==> config.mk <==
export PLATFORM = sky130hd
export DESIGN_NAME = cpu_prio_selector
export DESIGN_NICKNAME = d
export VERILOG_FILES = /design/src/rtl/prisel_pkg.sv /design/src/rtl/prisel_slot_store.sv /design/src/rtl/prisel_winner.sv /design/src/rtl/prisel_threshold.sv /design/src/rtl/cpu_prio_selector.sv
export SDC_FILE = /design/constraint.sdc
export NUM_CORES = 2
export LEC_CHECK = 0
export BUFFER_PORTS_ARGS = -buffer_cell sky130_fd_sc_hd__buf_4
export CAP_MARGIN = 25
export CORE_MARGIN = 4
export CORE_UTILIZATION = 70
export CTS_CLUSTER_SIZE = 28
export DETAILED_ROUTE_END_ITERATION = 8
export GPL_ROUTABILITY_DRIVEN = 1
export HOLD_SLACK_MARGIN = 0.08
export PLACE_DENSITY = 0.84
export SKIP_CTS_REPAIR_TIMING = 1
export SYNTH_ARGS = -nofsm -noshare
export SYNTH_HDL_FRONTEND = slang
export SYNTH_SLANG_ARGS = --single-unit
export TNS_END_PERCENT = 100
==> constraint.sdc <==
create_clock -name clk -period 19.1 [get_ports clk]
set_input_delay 3.82 -clock clk [delete_from_list [all_inputs] [get_ports clk]]
set_output_delay 3.82 -clock clk [all_outputs]
set_load 0.005 [all_outputs]
==> src/rtl/prisel_pkg.sv <==
package prisel_pkg;

   // Response code returned on a delivery in the same cycle.
   typedef enum logic [1:0] {
      RESP_NONE   = 2'd0,
      RESP_ACCEPT = 2'd1,
      RESP_LOW    = 2'd2,
      RESP_MISS   = 2'd3
   } dlv_resp_e;

   // Winner search implementations.
   localparam int SEL_TREE   = 0;
   localparam int SEL_LINEAR = 1;

endpackage

==> src/rtl/prisel_slot_store.sv <==
module prisel_slot_store #(
   parameter int N_SRC  = 64,
   parameter int PRIO_W = 5,
   localparam int IDX_W = $clog2(N_SRC)
) (
   input  logic                          clk,
   input  logic                          rst_n,
   input  logic                          set_en,
   input  logic [IDX_W-1:0]              set_idx,
   input  logic [PRIO_W-1:0]             set_prio,
   input  logic                          clr_en,
   input  logic [IDX_W-1:0]              clr_idx,
   output logic [N_SRC-1:0]              raised_q,
   output logic [N_SRC-1:0][PRIO_W-1:0]  prio_q,
   output logic [N_SRC-1:0]              raised_d,
   output logic [N_SRC-1:0][PRIO_W-1:0]  prio_d
);

   generate
      for (genvar g = 0; g < N_SRC; g++) begin : g_slot
         localparam logic [IDX_W-1:0] SLOT = IDX_W'(g);
         logic              r_q, r_d;
         logic [PRIO_W-1:0] p_q, p_d;

         // A set in the same cycle as a clear of the same slot wins.
         always_comb begin
            r_d = r_q;
            p_d = p_q;
            if (clr_en && (clr_idx == SLOT)) begin
               r_d = 1'b0;
            end
            if (set_en && (set_idx == SLOT)) begin
               r_d = 1'b1;
               p_d = set_prio;
            end
         end

         always_ff @(posedge clk or negedge rst_n) begin
            if (!rst_n) begin
               r_q <= 1'b0;
               p_q <= '0;
            end else begin
               r_q <= r_d;
               p_q <= p_d;
            end
         end

         assign raised_q[g] = r_q;
         assign prio_q[g]   = p_q;
         assign raised_d[g] = r_d;
         assign prio_d[g]   = p_d;
      end
   endgenerate

   // a clear that is not overridden by a same-slot set empties the slot.
   a_r10_clear_empties: assert property (@(posedge clk) disable iff (!rst_n)
      (clr_en && !(set_en && (set_idx == clr_idx))) |=> !raised_q[$past(clr_idx)]);

   // a set always leaves the slot raised with the offered priority.
   a_r4_set_holds: assert property (@(posedge clk) disable iff (!rst_n)
      set_en |=> (raised_q[$past(set_idx)] && (prio_q[$past(set_idx)] == $past(set_prio))));

endmodule

==> src/rtl/prisel_winner.sv <==
module prisel_winner #(
   parameter int N_SRC     = 64,
   parameter int PRIO_W    = 5,
   parameter int SEL_STYLE = prisel_pkg::SEL_TREE,
   localparam int IDX_W    = $clog2(N_SRC)
) (
   input  logic [N_SRC-1:0]              raised,
   input  logic [N_SRC-1:0][PRIO_W-1:0]  prio,
   output logic                          win_valid,
   output logic [IDX_W-1:0]              win_idx,
   output logic [PRIO_W-1:0]             win_prio
);

   generate
      if (SEL_STYLE == prisel_pkg::SEL_TREE) begin : g_tree
         if ((1 << IDX_W) != N_SRC) begin : g_bad_depth
            $error("prisel_winner: tree search needs a power-of-two slot count");
         end

         // Heap-ordered tree: node n has children 2n and 2n+1; leaves at N_SRC..2*N_SRC-1.
         logic [2*N_SRC-1:0]             nv;
         logic [2*N_SRC-1:0][IDX_W-1:0]  ni;
         logic [2*N_SRC-1:0][PRIO_W-1:0] np;

         assign nv[0] = 1'b0;
         assign ni[0] = '0;
         assign np[0] = '0;

         for (genvar l = 0; l < N_SRC; l++) begin : g_leaf
            assign nv[N_SRC+l] = raised[l];
            assign ni[N_SRC+l] = IDX_W'(l);
            assign np[N_SRC+l] = prio[l];
         end

         for (genvar n = 1; n < N_SRC; n++) begin : g_node
            logic take_left;
            // Left subtree holds lower slot numbers, so it keeps ties.
            assign take_left = nv[2*n] && (!nv[2*n+1] || (np[2*n] >= np[2*n+1]));
            assign nv[n] = nv[2*n] || nv[2*n+1];
            assign ni[n] = take_left ? ni[2*n] : ni[2*n+1];
            assign np[n] = take_left ? np[2*n] : np[2*n+1];
         end

         assign win_valid = nv[1];
         assign win_idx   = ni[1];
         assign win_prio  = np[1];
      end else begin : g_linear
         always_comb begin
            win_valid = 1'b0;
            win_idx   = '0;
            win_prio  = '0;
            // Walking downward with >= lets the lowest slot keep a tie.
            for (int i = N_SRC - 1; i >= 0; i--) begin
               if (raised[i] && (!win_valid || (prio[i] >= win_prio))) begin
                  win_valid = 1'b1;
                  win_idx   = IDX_W'(i);
                  win_prio  = prio[i];
               end
            end
         end
      end
   endgenerate

   // the winner is always a raised slot and carries that slot's priority.
   always_comb begin
      if (win_valid) begin
         a_r5_winner_raised: assert (raised[win_idx] && (prio[win_idx] == win_prio));
      end
   end

endmodule

==> src/rtl/prisel_threshold.sv <==
module prisel_threshold #(
   parameter int N_SRC  = 64,
   parameter int PRIO_W = 5,
   parameter int TPR_W  = 4
) (
   input  logic [N_SRC-1:0]              raised,
   input  logic [N_SRC-1:0][PRIO_W-1:0]  prio,
   input  logic [TPR_W-1:0]              tpr,
   output logic                          any_above
);

   logic [PRIO_W-1:0] tpr_ext;
   logic [N_SRC-1:0]  above;

   assign tpr_ext = PRIO_W'(tpr);

   generate
      for (genvar g = 0; g < N_SRC; g++) begin : g_cmp
         assign above[g] = raised[g] && (prio[g] > tpr_ext);
      end
   endgenerate

   assign any_above = |above;

endmodule

==> src/rtl/cpu_prio_selector.sv <==
module cpu_prio_selector #(
   parameter int N_SRC     = 64,
   parameter int PRIO_W    = 5,
   parameter int TPR_W     = 4,
   parameter int BUS_W     = 8,
   parameter int TPR_RST   = 15,
   parameter int SEL_STYLE = prisel_pkg::SEL_TREE,
   localparam int IDX_W    = $clog2(N_SRC)
) (
   input  logic                     clk,
   input  logic                     rst_n,
   input  logic                     dlv_valid,
   input  logic [IDX_W-1:0]         dlv_src,
   input  logic [PRIO_W-1:0]        dlv_prio,
   output logic [1:0]               dlv_resp,
   input  logic                     clr_valid,
   input  logic [IDX_W-1:0]         clr_src,
   input  logic                     tpr_we,
   input  logic [BUS_W-1:0]         tpr_wdata,
   output logic [BUS_W-1:0]         tpr_rdata,
   output logic signed [IDX_W:0]    sel_src,
   output logic signed [PRIO_W:0]   sel_prio,
   output logic                     cpu_irq
);
   import prisel_pkg::*;

   localparam logic [TPR_W-1:0] TPR_INIT = TPR_W'(TPR_RST);

   if (N_SRC < 2) begin : g_chk_src
      $error("cpu_prio_selector: at least two slots required");
   end
   if (TPR_W > PRIO_W) begin : g_chk_tpr
      $error("cpu_prio_selector: task priority wider than source priority");
   end
   if (BUS_W < TPR_W) begin : g_chk_bus
      $error("cpu_prio_selector: write data narrower than task priority");
   end
   if (TPR_RST >= (1 << TPR_W)) begin : g_chk_rst
      $error("cpu_prio_selector: task priority reset value does not fit");
   end

   logic [TPR_W-1:0]               tpr_q, tpr_d;
   logic [N_SRC-1:0]               raised_q, raised_d;
   logic [N_SRC-1:0][PRIO_W-1:0]   prio_q, prio_d;
   logic                           win_valid;
   logic [IDX_W-1:0]               win_idx;
   logic [PRIO_W-1:0]              win_prio;
   logic                           any_above_d;
   logic                           prio_beats_tpr;
   logic                           set_en;
   logic                           fire;
   logic signed [IDX_W:0]          sel_src_q;
   logic signed [PRIO_W:0]         sel_prio_q;
   logic                           irq_q;
   dlv_resp_e                      resp;

   // ---------------- task priority ----------------
   assign tpr_d = tpr_we ? tpr_wdata[TPR_W-1:0] : tpr_q;

   always_ff @(posedge clk or negedge rst_n) begin
      if (!rst_n) tpr_q <= TPR_INIT;
      else        tpr_q <= tpr_d;
   end

   assign tpr_rdata = BUS_W'(tpr_q);

   // ---------------- delivery decision ----------------
   assign prio_beats_tpr = dlv_prio > PRIO_W'(tpr_q);

   always_comb begin
      if (!dlv_valid)               resp = RESP_NONE;
      else if (!prio_beats_tpr)     resp = RESP_LOW;
      else if (raised_q[dlv_src])   resp = RESP_MISS;
      else                          resp = RESP_ACCEPT;
   end

   assign dlv_resp = resp;
   assign set_en   = (resp == RESP_ACCEPT);

   // ---------------- raised set ----------------
   prisel_slot_store #(
      .N_SRC  (N_SRC),
      .PRIO_W (PRIO_W)
   ) u_store (
      .clk      (clk),
      .rst_n    (rst_n),
      .set_en   (set_en),
      .set_idx  (dlv_src),
      .set_prio (dlv_prio),
      .clr_en   (clr_valid),
      .clr_idx  (clr_src),
      .raised_q (raised_q),
      .prio_q   (prio_q),
      .raised_d (raised_d),
      .prio_d   (prio_d)
   );

   // ---------------- winner search ----------------
   prisel_winner #(
      .N_SRC     (N_SRC),
      .PRIO_W    (PRIO_W),
      .SEL_STYLE (SEL_STYLE)
   ) u_winner (
      .raised    (raised_q),
      .prio      (prio_q),
      .win_valid (win_valid),
      .win_idx   (win_idx),
      .win_prio  (win_prio)
   );

   always_ff @(posedge clk or negedge rst_n) begin
      if (!rst_n) begin
         sel_src_q  <= '1;
         sel_prio_q <= '1;
      end else if (win_valid) begin
         sel_src_q  <= $signed({1'b0, win_idx});
         sel_prio_q <= $signed({1'b0, win_prio});
      end else begin
         sel_src_q  <= '1;
         sel_prio_q <= '1;
      end
   end

   assign sel_src  = sel_src_q;
   assign sel_prio = sel_prio_q;

   // ---------------- interrupt request ----------------
   prisel_threshold #(
      .N_SRC  (N_SRC),
      .PRIO_W (PRIO_W),
      .TPR_W  (TPR_W)
   ) u_thresh (
      .raised    (raised_d),
      .prio      (prio_d),
      .tpr       (tpr_d),
      .any_above (any_above_d)
   );

   assign fire = set_en && ($signed({1'b0, dlv_prio}) > sel_prio_q);

   always_ff @(posedge clk or negedge rst_n) begin
      if (!rst_n) irq_q <= 1'b0;
      else        irq_q <= (irq_q || fire) && any_above_d;
   end

   assign cpu_irq = irq_q;

   // ---------------- assertions ----------------
   // a delivery that does not beat the task priority never raises an idle slot.
   a_r2_low_no_raise: assert property (@(posedge clk) disable iff (!rst_n)
      (dlv_valid && (dlv_prio <= PRIO_W'(tpr_q)) && !raised_q[dlv_src])
      |=> !raised_q[$past(dlv_src)]);

   // a miss leaves the stored priority of that slot untouched.
   a_r3_miss_keeps_prio: assert property (@(posedge clk) disable iff (!rst_n)
      (dlv_resp == RESP_MISS) |=> (prio_q[$past(dlv_src)] == $past(prio_q[dlv_src])));

   // an empty raised set publishes minus one in both fields.
   a_r6_empty_none: assert property (@(posedge clk) disable iff (!rst_n)
      (raised_q == '0) |=> ((&sel_src_q) && (&sel_prio_q)));

   // the request only rises on an edge that accepted a delivery.
   a_r7_rise_needs_accept: assert property (@(posedge clk) disable iff (!rst_n)
      $rose(irq_q) |-> $past(dlv_resp == RESP_ACCEPT));

   // with nothing above the task priority the request is low after the edge.
   a_r8_drop_when_none: assert property (@(posedge clk) disable iff (!rst_n)
      !any_above_d |=> !irq_q);

   // the upper read-back bits of the task priority are zero.
   a_r9_upper_zero: assert property (@(posedge clk) disable iff (!rst_n)
      tpr_we |=> ((tpr_rdata >> TPR_W) == '0));

endmodule

==> reports/results.txt <==
pwr/cell area = 170 nW/um^2
die height = 229 um
NetSw = 3.13 mW
maxcap violations = 0
CP max stage cell = a21oi_1
vias per cell = 6.61
wire per inst = 23.9 um
Placed Area = 35400 sq um
total grt overflow = 0
Slew @ Worst Pin = 1.20 ns
DR DRC count = 0
share of the yosys chip area belonging to registers = 29.3%
Sink Count = 401
Clock Path Buffers = 3
most common cell after layout, fill and taps aside = ha_1
Flop pwr share = 18.5%
count of buffers from port buffering = 45
Crit path largest cell delay = 0.76 ns
die width = 229 um
WS Path Type = flip-flop to flip-flop
CP startpoint kind = flip-flop
Synth warnings = 0
initial drt markers = 3119
number of global-route vias before repair = 29200
CTS tree = done
Clock Latency Late Sink = 0.60 ns
CTS Buf Count = 47
Core ar. = 48100 sq um
clock network power share = 15.3%
clock slew at reported path FFs = 0.06 ns
I/O pin count = 54
GRT Util Overall = 40.4%
Max FO, Critical Path = 13
Rows = 80
post-synth top area share = 28.1%
Async S/R FF share, synth = 100%
Max Slew Vio Count = 0
fraction of layout cells with a size suffix above 1 = 11.1%
total negative slack = 0 ns
post-synthesis cell type count = 83
run status = completed
Routed Antenna Nets = 0
final net count = 4421
Int Pwr = 3.17 mW
Worst setup EP type = flip-flop
Final Critical Period = 12.25 ns
most numerous cell on the critical path = a21oi_1
largest net degree at the start of global routing = 153
drt first pass iters = 6
global-route wire length before repair = 166000 um
Routed WL = 108000 um
Post-synth top flop = dfrtp_1
Final setup viols = 0
clk_skew = 0.0142 ns
HP Class = flip-flop to flip-flop
syn_area_per_cell = 9.05 sq um
ranking of synthesized cells by area = dfrtp_1 28%, ha_1 20%, mux2_2 6.3%
fillers = 3371
RSZ-0062 raised after global routing = false
GP Congestion = 1.07
dpl hpwl = 79300 um
Root Driver = clkbuf_16
WP data arrival = 12.68 ns
Comb pwr share = 66.2%
Required @ worst endpoint = 19.53 ns
Post-Syn Area = 34300 sq um
Post-synth EDFFs = 0
Synth area leader = dfrtp_1
max frequency = 0.0817 GHz
final hold violation count = 0
VDD IR-drop max = 0.000412 V
Final period util = 64.1%
switching power share of the total = 49.7%
antenna violations before repair = 9
Cells after Synth = 3794
die area = 52600 sq um
Slew headroom = 19.5%
synthesis-to-finish area growth = 8.01%
Leak = 18.9 nW
htree depth = 2
Synth Register Bits = 401
Via Count = 30000
commonest non-fill, non-tap cells in the layout = 560 x ha_1, 385 x o21ai_0, 385 x dfrtp_1
Final Cell Area = 37100 sq um
Initial Util = 71.3%
==> registers in the layout (all words and copies together) (netlist names) <==
name,cells
u_store.g_slot.r_q,64
sel_prio,6
cpu_irq,1
sel_src,6
u_store.g_slot.p_q,320
tpr_q,4
==> metal layers <==
layer	share of wire, %	wire, um	GRT usage [%]	up-vias
met5	0.077	84	0	-
met4	7.4	8000	25.5	14
met3	10	11000	11.0	461
met2	43	46500	61.8	1516
met1	39	42800	50.8	14300
li1	-	-	-	13700
==> cell type report <==
type | instances | area, sq um | share of cell area, %
Multi-Input combinational cell | 2936 | 22600 | 60.9
Sequential cell | 401 | 10100 | 27.1
Inverter | 371 | 1390 | 3.76
Clock buffer | 68 | 1360 | 3.66
Tap cell | 656 | 821 | 2.21
Timing Repair Buffer | 74 | 616 | 1.66
Clock inverter | 19 | 251 | 0.678
Antenna cell | 8 | 20.0 | 0.0540
==> through the flow <==
| stage | hold slack [ns] | instances | power, mW | util, % | setup slack, ns |
|---|---|---|---|---|---|
| finish | 0.493 | 4533 | 6.30 | 77.0 | 6.85 |
| global route | 0.532 | 4527 | 6.67 | 77.0 | 5.95 |
| CTS | 0.488 | 4521 | 6.12 | 76.8 | 7.06 |
| detailed placement | 0.475 | 4434 | 5.13 | 73.5 | 7.11 |
| global placement | 0.461 | 4434 | 5.07 | 73.5 | 7.34 |
| floorplan | 0.450 | 3797 | 3.87 | - | 9.00 |
==> critical path, delay by kind of cell, from the launching register on <==
family	cells	cell delay, ns
mux	4	1.55
flops	1	0.37
fa+ha+maj	6	1.53
buf+inv	7	1.00
simple gates	15	1.81
compound gates	25	5.77
==> cells by family after synthesis <==
family	count (synthesis)	synth area share, %
buffers and inverters	460	5.13
adders and majority gates	569	20.7
AOI/OAI and AO/OA	974	17.5
muxes	412	13.5
and+or+nand+nor	977	13.8
DFF	401	29.3
other	1	0.0109
==> power by group through the flow <==
| stage | clock [mW] | combinational [mW] | sequential, mW |
|---|---|---|---|
| 6_report | 0.964 | 4.17 | 1.17 |
| 5_1_grt | 0.997 | 4.49 | 1.18 |
| 4_1_cts | 0.963 | 4.00 | 1.16 |
| 3_5_place_dp | 0 | 3.95 | 1.17 |
| 3_3_place_gp | 0 | 3.90 | 1.17 |
| 2_1_floorplan | 0 | 2.73 | 1.13 |
==> path summary, 6_finish.rpt <==
check                                           from                         to  slack [ns]  depth (start not counted)
min                         u_store.g_slot[1].p_q[4]   u_store.g_slot[1].p_q[4]        0.49                          2
max                        u_store.g_slot[50].p_q[0]                 sel_src[1]        6.85                         57
max in group asynchronous                      rst_n  u_store.g_slot[56].p_q[4]       13.91                          4
min in group asynchronous                      rst_n  u_store.g_slot[38].p_q[2]        3.27                          1
min reg2reg                 u_store.g_slot[1].p_q[4]   u_store.g_slot[1].p_q[4]        0.49                          2
max reg2reg                u_store.g_slot[50].p_q[0]                 sel_src[1]        6.85                         57
==> cells in the mapped netlist, types with 18 or more instances <==
| cell type | number |
|---|---|
| nor3_1 | 22 |
| o21ai_1 | 22 |
| ha_1 | 560 |
| nor4_1 | 25 |
| a41oi_1 | 31 |
| inv_1 | 369 |
| mux2_2 | 193 |
| and3_1 | 22 |
| o22ai_1 | 31 |
| nand2b_1 | 144 |
| nand3b_1 | 18 |
| o21ai_0 | 385 |
| nor2b_1 | 107 |
| nor2_1 | 167 |
| dfrtp_1 | 385 |
| a21oi_1 | 237 |
| o21a_1 | 27 |
| a21o_1 | 76 |
| a41o_1 | 37 |
| and2_1 | 28 |
| mux4_2 | 19 |
| nand2_1 | 373 |
| clkbuf_1 | 65 |
| mux2i_1 | 195 |
| nand3_1 | 33 |
Note: power is estimated with default switching activity, not from simulation.
